**src/rtl/susmod_pkg.sv**
```systemverilog
`timescale 1ns/1ps
// Package: shared constants and types for the suspend modulation generator.
// Assumes an 8-bit register address space with byte-wide registers.
package susmod_pkg;

    localparam int AW     = 8;
    localparam int N_SLOT = 6;
    localparam int N_HOLD = 2;

    // storage slot indices
    localparam int S_PMEN = 0;
    localparam int S_IRL  = 1;
    localparam int S_VRL  = 2;
    localparam int S_RUN  = 3;
    localparam int S_SUS  = 4;
    localparam int S_CFG  = 5;

    // field positions decoded by the throttle logic
    localparam int PM_IRQ_BIT = 3;
    localparam int PM_VID_BIT = 4;
    localparam int CFG_EN_BIT = 0;

    typedef enum logic [1:0] {
        PH_IDLE = 2'd0,
        PH_RUN  = 2'd1,
        PH_SUS  = 2'd2
    } phase_e;

    // byte address of each storage slot
    function automatic logic [AW-1:0] slot_addr(input int s);
        logic [AW-1:0] a;
        case (s)
            S_PMEN:  a = 8'h80;
            S_IRL:   a = 8'h8C;
            S_VRL:   a = 8'h8D;
            S_RUN:   a = 8'h94;
            S_SUS:   a = 8'h95;
            default: a = 8'h96;
        endcase
        return a;
    endfunction

endpackage

```
**src/rtl/susmod_tick.sv**
```systemverilog
`timescale 1ns/1ps
// Module: susmod_tick
// Free-running prescaler. Emits a one-clock tick every TICK_DIV clocks and a
// one-clock millisecond strobe on every MS_TICKS-th tick.
// Assumes TICK_DIV >= 2 and MS_TICKS >= 1.
module susmod_tick #(
    parameter int TICK_DIV = 8000,
    parameter int MS_TICKS = 31
) (
    input  logic clk,
    input  logic rst_n,
    output logic tick,
    output logic ms_tick
);
    localparam int PW = (TICK_DIV > 1) ? $clog2(TICK_DIV) : 1;
    localparam int MW = (MS_TICKS > 1) ? $clog2(MS_TICKS) : 1;
    localparam logic [PW-1:0] P_LAST = PW'(TICK_DIV - 1);
    localparam logic [MW-1:0] M_LAST = MW'(MS_TICKS - 1);

    logic [PW-1:0] pcnt;
    logic [MW-1:0] mcnt;

    assign tick    = (pcnt == P_LAST);
    assign ms_tick = tick && (mcnt == M_LAST);

    // clock divider towards the 32 us tick
    always_ff @(posedge clk) begin
        if (!rst_n)    pcnt <= '0;
        else if (tick) pcnt <= '0;
        else           pcnt <= pcnt + PW'(1);
    end

    // tick divider towards the millisecond strobe
    always_ff @(posedge clk) begin
        if (!rst_n)       mcnt <= '0;
        else if (ms_tick) mcnt <= '0;
        else if (tick)    mcnt <= mcnt + MW'(1);
    end

endmodule

```
**src/rtl/susmod_regs.sv**
```systemverilog
`timescale 1ns/1ps
// Module: susmod_regs
// Byte register file. Writes land on the clock edge and reads are
// combinational. Unmapped addresses read as zero and ignore writes.
// Assumes a single-cycle write strobe from the bus side.
module susmod_regs
    import susmod_pkg::*;
#(
    parameter int DW = 8
) (
    input  logic          clk,
    input  logic          rst_n,
    input  logic          we,
    input  logic [AW-1:0] addr,
    input  logic [DW-1:0] wdata,
    output logic [DW-1:0] rdata,
    output logic          irq_arm,
    output logic          vid_arm,
    output logic          mod_en,
    output logic [DW-1:0] irq_rl,
    output logic [DW-1:0] vid_rl,
    output logic [DW-1:0] run_cnt,
    output logic [DW-1:0] sus_cnt
);
    logic [N_SLOT-1:0]         hit;
    logic [N_SLOT-1:0][DW-1:0] store;

    for (genvar s = 0; s < N_SLOT; s++) begin : g_dec
        assign hit[s] = (addr == slot_addr(s));
    end

    // register storage with per-slot write enable
    always_ff @(posedge clk) begin
        if (!rst_n) begin
            store <= '0;
        end else if (we) begin
            for (int s = 0; s < N_SLOT; s++) begin
                if (hit[s]) store[s] <= wdata;
            end
        end
    end

    // read multiplexer, zero for unmapped addresses
    always_comb begin
        rdata = '0;
        for (int s = 0; s < N_SLOT; s++) begin
            if (hit[s]) rdata = rdata | store[s];
        end
    end

    assign irq_arm = store[S_PMEN][PM_IRQ_BIT];
    assign vid_arm = store[S_PMEN][PM_VID_BIT];
    assign mod_en  = store[S_CFG][CFG_EN_BIT];
    assign irq_rl  = store[S_IRL];
    assign vid_rl  = store[S_VRL];
    assign run_cnt = store[S_RUN];
    assign sus_cnt = store[S_SUS];

endmodule

```
**src/rtl/susmod_phase.sv**
```systemverilog
`timescale 1ns/1ps
// Module: susmod_phase
// Run/suspend phase sequencer. A period starts with the run phase and is
// followed by the suspend phase. Both counts are sampled at the period start,
// zero-length phases are skipped, and all transitions happen on a tick.
// Disabling returns the sequencer to idle at once.
module susmod_phase
    import susmod_pkg::*;
#(
    parameter int CW = 8
) (
    input  logic          clk,
    input  logic          rst_n,
    input  logic          en,
    input  logic          tick,
    input  logic [CW-1:0] run_cnt,
    input  logic [CW-1:0] sus_cnt,
    output phase_e        state
);
    logic [CW-1:0] rem, rem_d;
    logic [CW-1:0] sus_len, sus_len_d;
    phase_e        state_d;
    logic          restart;

    // next-state decision for the phase sequencer
    always_comb begin
        state_d   = state;
        rem_d     = rem;
        sus_len_d = sus_len;
        restart   = 1'b0;
        if (!en) begin
            state_d = PH_IDLE;
            rem_d   = '0;
        end else if (tick) begin
            case (state)
                PH_RUN: begin
                    if (rem > CW'(1)) begin
                        rem_d = rem - CW'(1);
                    end else if (sus_len != '0) begin
                        state_d = PH_SUS;
                        rem_d   = sus_len;
                    end else begin
                        restart = 1'b1;
                    end
                end
                PH_SUS: begin
                    if (rem > CW'(1)) rem_d = rem - CW'(1);
                    else              restart = 1'b1;
                end
                default: restart = 1'b1;
            endcase
            if (restart) begin
                sus_len_d = sus_cnt;
                if (run_cnt != '0) begin
                    state_d = PH_RUN;
                    rem_d   = run_cnt;
                end else if (sus_cnt != '0) begin
                    state_d = PH_SUS;
                    rem_d   = sus_cnt;
                end else begin
                    state_d = PH_IDLE;
                    rem_d   = '0;
                end
            end
        end
    end

    // phase state registers
    always_ff @(posedge clk) begin
        if (!rst_n) begin
            state   <= PH_IDLE;
            rem     <= '0;
            sus_len <= '0;
        end else begin
            state   <= state_d;
            rem     <= rem_d;
            sus_len <= sus_len_d;
        end
    end

endmodule

```
**src/rtl/susmod_hold.sv**
```systemverilog
`timescale 1ns/1ps
// Module: susmod_hold
// Hold-off timer. An armed event loads the reload value, which takes priority
// over counting. The timer counts down on each millisecond strobe and hold is
// active while it is non-zero. Assumes single-cycle event pulses.
module susmod_hold #(
    parameter int TW = 8
) (
    input  logic          clk,
    input  logic          rst_n,
    input  logic          arm,
    input  logic          evt,
    input  logic [TW-1:0] reload,
    input  logic          ms_tick,
    output logic          hold
);
    logic [TW-1:0] cnt;

    assign hold = (cnt != '0);

    // load on armed event, else count down per millisecond
    always_ff @(posedge clk) begin
        if (!rst_n)                 cnt <= '0;
        else if (evt && arm)        cnt <= reload;
        else if (ms_tick && hold)   cnt <= cnt - TW'(1);
    end

endmodule

```
**src/rtl/susmod_gen.sv**
```systemverilog
`timescale 1ns/1ps
// Module: susmod_gen (top)
// Suspend modulation generator. Combines the prescaler, register file, phase
// sequencer and two hold-off timers into the active-low suspend request.
// Assumes event inputs are synchronous single-cycle pulses.
module susmod_gen
    import susmod_pkg::*;
#(
    parameter int TICK_DIV = 8000,
    parameter int MS_TICKS = 31,
    parameter int DW       = 8
) (
    input  logic          clk,
    input  logic          rst_n,
    input  logic          reg_we,
    input  logic [7:0]    reg_addr,
    input  logic [DW-1:0] reg_wdata,
    output logic [DW-1:0] reg_rdata,
    input  logic          irq_evt,
    input  logic          vid_evt,
    output logic          susp_n
);
    logic          tick;
    logic          ms_tick;
    logic          cfg_en;
    logic [DW-1:0] irq_rl, vid_rl, run_cnt, sus_cnt;
    logic          irq_arm, vid_arm;
    phase_e        ph_state;

    logic [N_HOLD-1:0]         h_evt, h_arm, h_act;
    logic [N_HOLD-1:0][DW-1:0] h_rl;

    susmod_tick #(.TICK_DIV(TICK_DIV), .MS_TICKS(MS_TICKS)) u_tick (
        .clk(clk), .rst_n(rst_n), .tick(tick), .ms_tick(ms_tick)
    );

    susmod_regs #(.DW(DW)) u_regs (
        .clk(clk), .rst_n(rst_n), .we(reg_we), .addr(reg_addr),
        .wdata(reg_wdata), .rdata(reg_rdata),
        .irq_arm(irq_arm), .vid_arm(vid_arm), .mod_en(cfg_en),
        .irq_rl(irq_rl), .vid_rl(vid_rl),
        .run_cnt(run_cnt), .sus_cnt(sus_cnt)
    );

    susmod_phase #(.CW(DW)) u_phase (
        .clk(clk), .rst_n(rst_n), .en(cfg_en), .tick(tick),
        .run_cnt(run_cnt), .sus_cnt(sus_cnt), .state(ph_state)
    );

    assign h_evt = {vid_evt, irq_evt};
    assign h_arm = {vid_arm, irq_arm};
    assign h_rl  = {vid_rl, irq_rl};

    for (genvar g = 0; g < N_HOLD; g++) begin : g_hold
        susmod_hold #(.TW(DW)) u_hold (
            .clk(clk), .rst_n(rst_n), .arm(h_arm[g]), .evt(h_evt[g]),
            .reload(h_rl[g]), .ms_tick(ms_tick), .hold(h_act[g])
        );
    end

    // suspend asserted only in the suspend phase, when enabled and not held off
    assign susp_n = !((ph_state == PH_SUS) && cfg_en && !(|h_act));

endmodule

```
**config.mk**
```make
export PLATFORM = sky130hd
export DESIGN_NAME = susmod_gen
export DESIGN_NICKNAME = d
export VERILOG_FILES = /design/src/rtl/susmod_pkg.sv /design/src/rtl/susmod_tick.sv /design/src/rtl/susmod_regs.sv /design/src/rtl/susmod_phase.sv /design/src/rtl/susmod_hold.sv /design/src/rtl/susmod_gen.sv
export SDC_FILE = /design/constraint.sdc
export NUM_CORES = 1
export LEC_CHECK = 0
export ABC_AREA = 1
export BUFFER_PORTS_ARGS = -buffer_cell sky130_fd_sc_hd__clkbuf_2
export CAP_MARGIN = 0
export CORE_MARGIN = 2
export CORE_UTILIZATION = 55
export CTS_CLUSTER_SIZE = 8
export DETAILED_ROUTE_END_ITERATION = 12
export PLACE_DENSITY_LB_ADDON = 0.15
export SYNTH_ARGS = -nofsm -noshare
export SYNTH_HDL_FRONTEND = slang
export SYNTH_SLANG_ARGS = --single-unit
```
**constraint.sdc**
```tcl
create_clock -name clk -period 2.4 [get_ports clk]
set_input_delay 0.72 -clock clk [delete_from_list [all_inputs] [get_ports clk]]
set_output_delay 0.72 -clock clk [all_outputs]
set_load 0.005 [all_outputs]
```
Word level (Yosys, flattened, before mapping)
Index checks and enable logic that the tools add are counted.
{"block": "totals", "out_inout_bits": 9, "inputBits": 21, "reg_bits": 100}
{"block": "classes", "n_mux": 29, "n_eq_ne": 13, "n_addsub": 5, "bitwise": 6, "order_cmp": 1, "reduce_logical": 32}
{"cell": "$mux W8", "count": 16}
{"cell": "$eq A8 B8 Y1 const B", "count": 6}
{"cell": "$or A8 B8 Y8", "count": 5}
{"cell": "$reduce_bool A8 Y1", "count": 5}
{"cell": "$sub A8 B1 Y8 const B", "count": 3}
{"cell": "$pmux W8 S2", "count": 1}
{"cell": "$reduce_and A2 Y1", "count": 7}
{"cell": "$add A13 B1 Y13 const B", "count": 1}
{"cell": "$eq A13 B13 Y1 const B", "count": 1}
{"cell": "$mux W2", "count": 6}
{"cell": "$gt A8 B1 Y1 const B", "count": 1}
{"cell": "$reduce_and A4 Y1", "count": 2}
{"cell": "$reduce_bool A2 Y1", "count": 4}
{"cell": "$logic_and A1 B1 Y1", "count": 7}
{"cell": "$reduce_or A2 Y1", "count": 3}
{"cell": "$add A5 B1 Y5 const B", "count": 1}
{"cell": "$eq A5 B5 Y1 const B", "count": 1}
{"cell": "$mux W1", "count": 5}
{"cell": "$ne A4 B1 Y1 const B", "count": 1}
{"cell": "$ne A3 B1 Y1 const B", "count": 1}
{"cell": "$reduce_and A3 Y1", "count": 1}
{"cell": "$reduce_bool A3 Y1", "count": 1}
{"cell": "$eq A2 B1 Y1 const B", "count": 1}
{"cell": "$eq A2 B2 Y1 const B", "count": 1}
{"cell": "other kinds (4)", "count": 5}

Depth between registers and ports, before layout
Gate-level depths: netlist of the first run.
{"block": "logic_depth", "depth_word": 12, "mapped_depth": 13, "mapped_depth_nobuf": 13}

Modules after synthesis
Synthesis of the first run repeated with hierarchy kept, for this count alone.
{"block": "unflattened", "cells_unflattened": 1020, "area_unflattened_um2": 6363.6}
{"mod": "susmod_regs", "cells_per_inst": 471, "area_per_inst_um2": 2872.8, "instances": 1}
{"mod": "susmod_phase", "cells_per_inst": 220, "area_per_inst_um2": 1341.3, "instances": 1}
{"mod": "susmod_hold", "cells_per_inst": 97, "area_per_inst_um2": 594.3, "instances": 2}
{"mod": "susmod_tick", "cells_per_inst": 131, "area_per_inst_um2": 944.7, "instances": 1}
{"mod": "susmod_gen", "cells_per_inst": 4, "area_per_inst_um2": 16.3, "instances": 1}

Worst setup path after synthesis of the first run
No wires, ideal clock.
{"block": "synth_timing", "kind": "input-to-output", "start": "input port reg_addr[7]", "end": "output port reg_rdata[0]", "arrival_time_ns": 1.610, "path_stages": 7, "slack_ns": 0.070, "path_buffers": 1, "required_ns": 1.680, "cell_sequence": "inv_1 nor2_1 nand2_1 nor4_4 buf_2 a21oi_1 nand2_1"}
{"block": "synth_between", "elab_chain_cells": 12, "elab_cells_between_ends": 17}
{"element": "start: declaration", "line_no": "susmod_gen.sv:16", "rtl": "input logic [7:0] reg_addr,"}
{"element": "$eq A8 B8 Y1", "line_no": "susmod_regs.sv:29", "rtl": "assign hit[s] = (addr == slot_addr(s));"}
{"element": "$mux W8", "line_no": "susmod_regs.sv:47", "rtl": "if (hit[s]) rdata = rdata | store[s];"}
{"element": "$or A8 B8 Y8", "line_no": "susmod_regs.sv:47"}
{"element": "$mux W8", "line_no": "susmod_regs.sv:47"}
{"element": "$or A8 B8 Y8", "line_no": "susmod_regs.sv:47"}
{"element": "$mux W8", "line_no": "susmod_regs.sv:47"}
{"element": "$or A8 B8 Y8", "line_no": "susmod_regs.sv:47"}
{"element": "$mux W8", "line_no": "susmod_regs.sv:47"}
{"element": "$or A8 B8 Y8", "line_no": "susmod_regs.sv:47"}
{"element": "$mux W8", "line_no": "susmod_regs.sv:47"}
{"element": "$or A8 B8 Y8", "line_no": "susmod_regs.sv:47"}
{"element": "$mux W8 *", "line_no": "susmod_regs.sv:47"}
{"element": "end: declaration", "line_no": "susmod_gen.sv:18", "rtl": "output logic [DW-1:0] reg_rdata,"}
Every way passes the cells marked *; elsewhere a longest branch is shown, timed or not.

Final worst setup path of the first run
{"block": "layout_timing", "start": "input port reg_addr[1]", "end": "output port reg_rdata[0]"}
Same word-level chain as after synthesis.

==> results by group, run 1 <==
Synthesis
  – Syn Inst Count: 802
  – Post-synth EDFFs: 0
  – Post-Synthesis Cell Area: 5410 um^2
  – Yosys warning count: 0
  – Syn Nets: 834
  – Top post-synthesis cells by area: dfxtp_1 (37%), nand2_1 (11%), a21oi_1 (8.7%)
  – Synth area leader: dfxtp_1
  – Ys async rst share: 0%
  – Yosys cell types: 39
  – Synth top area share: 37.00%
  – Post-synthesis register bit count: 100
  – Syn avg cell area: 6.746 um^2
  – Synth Flop Type: dfxtp_1
  – Sequential-to-total area share from yosys stat: 37.00%

Hold path
  – Hold Path Class: flop to flop
  – Worst hold stages: 1

Layout
  – Largest regs: g_hold.u_hold.cnt: 16 flops, u_regs.store: 13 flops, u_tick.pcnt: 13 flops
  – Layout area overhead: 12.00%
  – ANT cells: 0
  – Layout cell share with drive strength beyond 1: 14.25%
  – Most common cell after layout, fill and taps aside: nand2_1
  – NumNets Final: 869
  – Filler Cells Inserted: 932
  – Final Cell Area: 6060 um^2
  – Most frequent cells in the layout: nand2_1 (148), nor2_1 (106), dfxtp_1 (100)
  – Largest reg by FF count: g_hold.u_hold.cnt
  – Max FFs per register: 16
  – Post-layout util: 62.86%

STA
  – Final WS setup: -154.2 ps
  – RSZ-0062 raised after global routing: true
  – Least-Margin Pin Slew: 503.1 ps
  – Final hold vios: 0
  – Slew headroom: 66.36%
  – Final worst path period share: 106.4%
  – # setup viols final: 8
  – Final slew viol count: 0
  – Clk_skew: 8.691 ps
  – Tmin final: 2554 ps
  – F_max: 0.3915 GHz

Run
  – Max-Cap Viols: 0

Die
  – Die width: 103.2 um
  – Initial Utilization: 56.13%
  – Num ports: 30
  – Row count: 36
  – Die area: 10650 um^2
  – Die Y: 103.2 um
  – Core area: 9639 um^2

GRT
  – First-pass GRT wire length: 23060 um
  – GRT Total Usage: 28.25%
  – Vias in the first global route: 4723
  – Largest net degree at the start of global routing: 47
  – Global route total overflow: 0
  – Initial antenna violation count: 0

Clocking
  – # clock sinks: 100
  – H-tree levels: 3
  – CTS Buffer Depth: 2
  – Clock Pin Slew Worst Setup and Hold Paths: 90 ps
  – Clock buffer count from CTS: 9
  – Hold-fix buffers at CTS: 0
  – CTS Root Cell: clkbuf_8
  – TritonCTS clock tree: done
  – Clk_lat worst skew: 370 ps

Placement
  – Placed cell areas: 5732 um^2
  – PortBufs: 29
  – Detailed placement HPWL: 10860 um
  – GP Congestion: 0.9383

Run status
  – Status: complete, but fails checks
  – Failing checks: setup timing

Route
  – Routed len/inst: 14.96 um
  – Via count: 5338
  – Post-route ant nets: 0
  – Drt total wl: 14590 um
  – First-pass DRT Iterations: 7
  – # DRC: 0
  – Starting DRT DRC Count: 417
  – Routed vias/inst: 5.475

Power
  – Pwr dens: 476.7 nW/um^2
  – Leakage power: 0.002594 uW
  – Peak VDD IR: 0.0003083 V

Setup path
  – CP Data Arrival Time: 1830 ps
  – WS Path Type: input pin to output pin
  – Crit end category: output pin
  – Worst-path maximum fanout: 5
  – Worst path required time: 1680 ps
  – Startpoint Class: input pin
  – Worst-case reg-to-reg path depth: 13
-- power breakdown --
group / internal (uW) / leakage, uW / switching, uW
combinational: 39.9 / 0.00169 / 85.9
sequential: 1660 / 0.000806 / 4.75
clock: 515 / 0.0000938 / 579
-- repair_timing --
| item | in CTS | in global routing |
|---|---|---|
| setup endpoints to repair | 8 | 10 |
| setup buffers | 0 | 1 |
| gates cloned | 1 | 0 |
| gates resized for setup | 13 | 33 |
-- path summary, 6_finish.rpt --
kind / startpoint / to / slack, ps
worst min-delay path: g_hold[1].u_hold.cnt[0] / g_hold[1].u_hold.cnt[0] / 460
worst max register to register: u_phase.rem[0] / u_phase.rem[4] / 300
worst min register to register: g_hold[1].u_hold.cnt[0] / g_hold[1].u_hold.cnt[0] / 460
worst max-delay path: reg_addr[1] / reg_rdata[0] / -150
-- cell usage after synthesis (2+ instances only) --
| cell | count |
|---|---|
| or2_2 | 4 |
| inv_1 | 85 |
| nor2_2 | 2 |
| nor2_1 | 111 |
| nor3_1 | 6 |
| o21ai_0 | 70 |
| o22ai_1 | 8 |
| buf_6 | 4 |
| clkinv_1 | 4 |
| or2_0 | 2 |
| nand2_1 | 158 |
| nand3_4 | 3 |
| xnor2_1 | 4 |
| o21ai_1 | 8 |
| and2_1 | 2 |
| a21oi_1 | 94 |
| ha_1 | 11 |
| nand3_2 | 4 |
| dfxtp_1 | 100 |
| nand3_1 | 57 |
| buf_2 | 5 |
| nand4_1 | 11 |
| nand2_2 | 9 |
| clkbuf_1 | 14 |
| xor2_1 | 8 |
| nor2_4 | 5 |
-- worst max-delay path, stage by stage --
cell	delay, ps
buf_6	90
or2_4	260
nor3_2	90
and2_4	200
buf_12	130
nand2_2	40
o21ai_1	70
a21oi_1	50
nand2_1	70
buf_2	110
-- kinds of logic after synthesis --
family | count (synthesis) | share of synthesized area (%)
AO/OA/AOI/OAI | 183 | 17.41
flip-flops | 100 | 37.00
buffers and inverters | 114 | 8.649
AND/OR/NAND/NOR | 382 | 32.45
adder cells (fa/ha/maj) | 11 | 2.544
XOR/XNOR | 12 | 1.943
-- layout make-up --
class,count,area [um^2],area share [%]
inverters,90,337.8,5.575
well taps,133,166.4,2.746
flip-flops and latches,100,2002,33.04
repair buffers,48,326.6,5.389
clock inverters,3,46.29,0.7640
multi-input cells,588,3032,50.03
clock buffers,13,148.9,2.457
-- layer usage --
metal / global-route usage (%) / routed length, um
met5: 0 / 0
met4: 12.15 / 391
met3: 5.578 / 777
met2: 45.25 / 6980
met1: 37.24 / 6439
-- through the flow --
step	worst slack, ps	power, uW	instances	setup TNS [ps]	hold slack [ps]
3_5_place_dp	-223.9	1825	957	-1730	442.7
4_1_cts	-147.4	2895	974	-1114	459.2
2_1_floorplan	69.50	1768	802	0	417.6
6_report	-154.2	2888	975	-1073	455.2
3_3_place_gp	-157.9	1822	957	-1145	428.1
5_1_grt	-233.6	2987	975	-1677	477.8
Note: power is estimated with default switching activity, not from simulation.
==> run 2, diff against run 1 <==
--- a/config.mk
+++ b/config.mk
@@ -9,7 +9,7 @@
 export BUFFER_PORTS_ARGS = -buffer_cell sky130_fd_sc_hd__clkbuf_2
 export CAP_MARGIN = 0
 export CORE_MARGIN = 2
-export CORE_UTILIZATION = 55
+export CORE_UTILIZATION = 61
 export CTS_CLUSTER_SIZE = 8
 export DETAILED_ROUTE_END_ITERATION = 12
 export PLACE_DENSITY_LB_ADDON = 0.15
==> results by group, run 2 (synthesized netlist as in run 1, its figures left out) <==
Power
  – Leakage power: 0.002562 uW
  – Peak VDD IR: 0.0003457 V
  – Logic pwr share: 4.5%
  – Share of power burned in registers: 58.7%
  – Clock group share of total power: 36.7%
  – Internal Power: 2125 uW
  – Switch share: 25.20%
  – Pwr dens: 476.6 nW/um^2
  – Psw: 716.1 uW

Setup path
  – CP Data Arrival Time: 1800 ps
  – Startpoint Class: input pin
  – R2R Setup Slk: 320 ps
  – Worst path required time: 1680 ps
  – Crit end category: output pin
  – Worst-path maximum fanout: 4
  – WS Path Type: input pin to output pin
  – Worst-case reg-to-reg path depth: 11

STA
  – Final slew viol count: 0
  – Slew headroom: 62.36%
  – Final hold vios: 0
  – Hold slack: 458.9 ps
  – Least-Margin Pin Slew: 563.0 ps
  – F_max: 0.3968 GHz
  – # setup viols final: 8
  – Final worst path period share: 105.0%
  – Clk_skew: 13.63 ps
  – Tmin final: 2520 ps
  – RSZ-0062 raised after global routing: true
  – Final WS setup: -120.3 ps

Layout
  – Area of the multi-input gates: 3005 um^2
  – Largest regs: g_hold.u_hold.cnt: 16 flops, u_regs.store: 13 flops, u_tick.pcnt: 13 flops
  – Largest reg by FF count: g_hold.u_hold.cnt
  – Most frequent cells in the layout: nand2_1 (155), nor2_1 (106), dfxtp_1 (100)
  – Post-Layout Cell Count: 951
  – ANT cells: 0
  – Layout cell share with drive strength beyond 1: 13.05%
  – Layout area overhead: 10.20%
  – Filler Cells Inserted: 765
  – Most common cell after layout, fill and taps aside: nand2_1
  – Max FFs per register: 16
  – Register area: 2002 um^2
  – NumNets Final: 870

Route
  – First-pass DRT Iterations: 5
  – Drt total wl: 14570 um
  – Via count: 5372
  – Post-route ant nets: 0
  – # DRC: 0
  – Starting DRT DRC Count: 305
  – Routed len/inst: 15.32 um
  – Routed vias/inst: 5.649

Placement
  – Placed Cells incl. Taps: 933
  – Detailed placement HPWL: 10870 um
  – GP Congestion: 0.9607
  – PortBufs: 29

GRT
  – GRT Total Usage: 30.47%
  – Initial antenna violation count: 0
  – First-pass GRT wire length: 23780 um
  – Vias in the first global route: 5002
  – Global route total overflow: 0
  – Largest net degree at the start of global routing: 47

Die
  – Die area: 9638 um^2
  – Die Y: 98.18 um
  – Num ports: 30
  – Row count: 34
  – Initial Utilization: 62.34%
  – Core area: 8678 um^2
  – Die width: 98.18 um

Clocking
  – CTS Root Cell: clkbuf_8
  – CTS Buffer Depth: 2
  – # clock sinks: 100
  – H-tree levels: 3
  – Clk_lat worst skew: 370 ps
  – Clock Pin Slew Worst Setup and Hold Paths: 100 ps
  – TritonCTS clock tree: done
  – Clock buffer count from CTS: 9

Hold path
  – Worst hold stages: 1
  – Hold Path Class: flop to flop

Run status
  – Status: complete, but fails checks
  – Failing checks: setup timing

Run
  – Max-Cap Viols: 0
[run 2: cell types whose count changed in the layout (fill, tap and decap cells not counted), moves of 2 or more]
| cell | before | now |
|---|---|---|
| clkbuf_2 | 20 | 26 |
| buf_2 | 8 | 2 |
| nand2_1 | 148 | 155 |
| o21ai_2 | 3 | 0 |
| nand2_2 | 16 | 9 |
| inv_6 | 0 | 3 |
| o21ai_0 | 62 | 64 |
| clkbuf_1 | 3 | 1 |
[run 2: final cells by class]
class | instances | area share, %
clock buffers | 11 | 2.371
well taps | 108 | 2.267
inverters | 90 | 5.666
multi-input cells | 589 | 50.41
flip-flops and latches | 100 | 33.58
repair buffers | 48 | 4.995
clock inverters | 5 | 0.7135
[run 2: worst paths after layout]
path / from / to
setup / recovery: reg_addr[1] / reg_rdata[2]
hold / removal: g_hold[1].u_hold.cnt[0] / g_hold[1].u_hold.cnt[0]
setup reg to reg: u_phase.rem[0] / u_phase.rem[1]
hold reg to reg: g_hold[1].u_hold.cnt[0] / g_hold[1].u_hold.cnt[0]
[run 2: routing by layer]
| layer | global-route usage, % | vias up | share of wire (%) |
|---|---|---|---|
| met1 | 40.93 | 2490 | 43 |
| met2 | 50.58 | 177 | 48 |
| met3 | 5.655 | 24 | 6.8 |
| li1 | - | 2681 | - |
| met5 | 0 | - | 0 |
| met4 | 8.535 | 0 | 1.7 |
[run 2: metrics by stage]
step	util [%]	setup slack [ps]	total power (uW)	setup TNS, ps	area [um^2]
after floorplan	-	69.50	1768	0	5410
after global placement	65.63	-211.4	1821	-1589	5695
after detailed placement	65.63	-248.9	1824	-1862	5695
after CTS	68.28	-95.85	2851	-700.8	5926
after global routing	68.70	-216.6	2939	-1461	5962
final	68.70	-120.3	2841	-825.7	5962
[run 2: power groups by stage]
| stage | Clock (uW) | Combinational, uW | Sequential, uW |
|---|---|---|---|
| floorplan | 0 | 61.8 | 1710 |
| global placement | 0 | 114 | 1710 |
| detailed placement | 0 | 116 | 1710 |
| CTS | 1060 | 122 | 1670 |
| global route | 1130 | 139 | 1670 |
| finish | 1040 | 128 | 1670 |
[run 2: critical path, cell delays in order]
cell      delay, ps
buf_6            90
or2_4           270
nor3_4          140
and2_2          220
nand2_1          60
o21ai_0          70
a21oi_1          60
nand2_1          60
clkbuf_2        110
[run 2: repair_timing]
item,CTS,global route
gates resized for setup,14,13
setup buffers,1,0
cloned,1,0
pin swaps,1,1
hold buffers,0,0
setup endpoints to repair,8,9
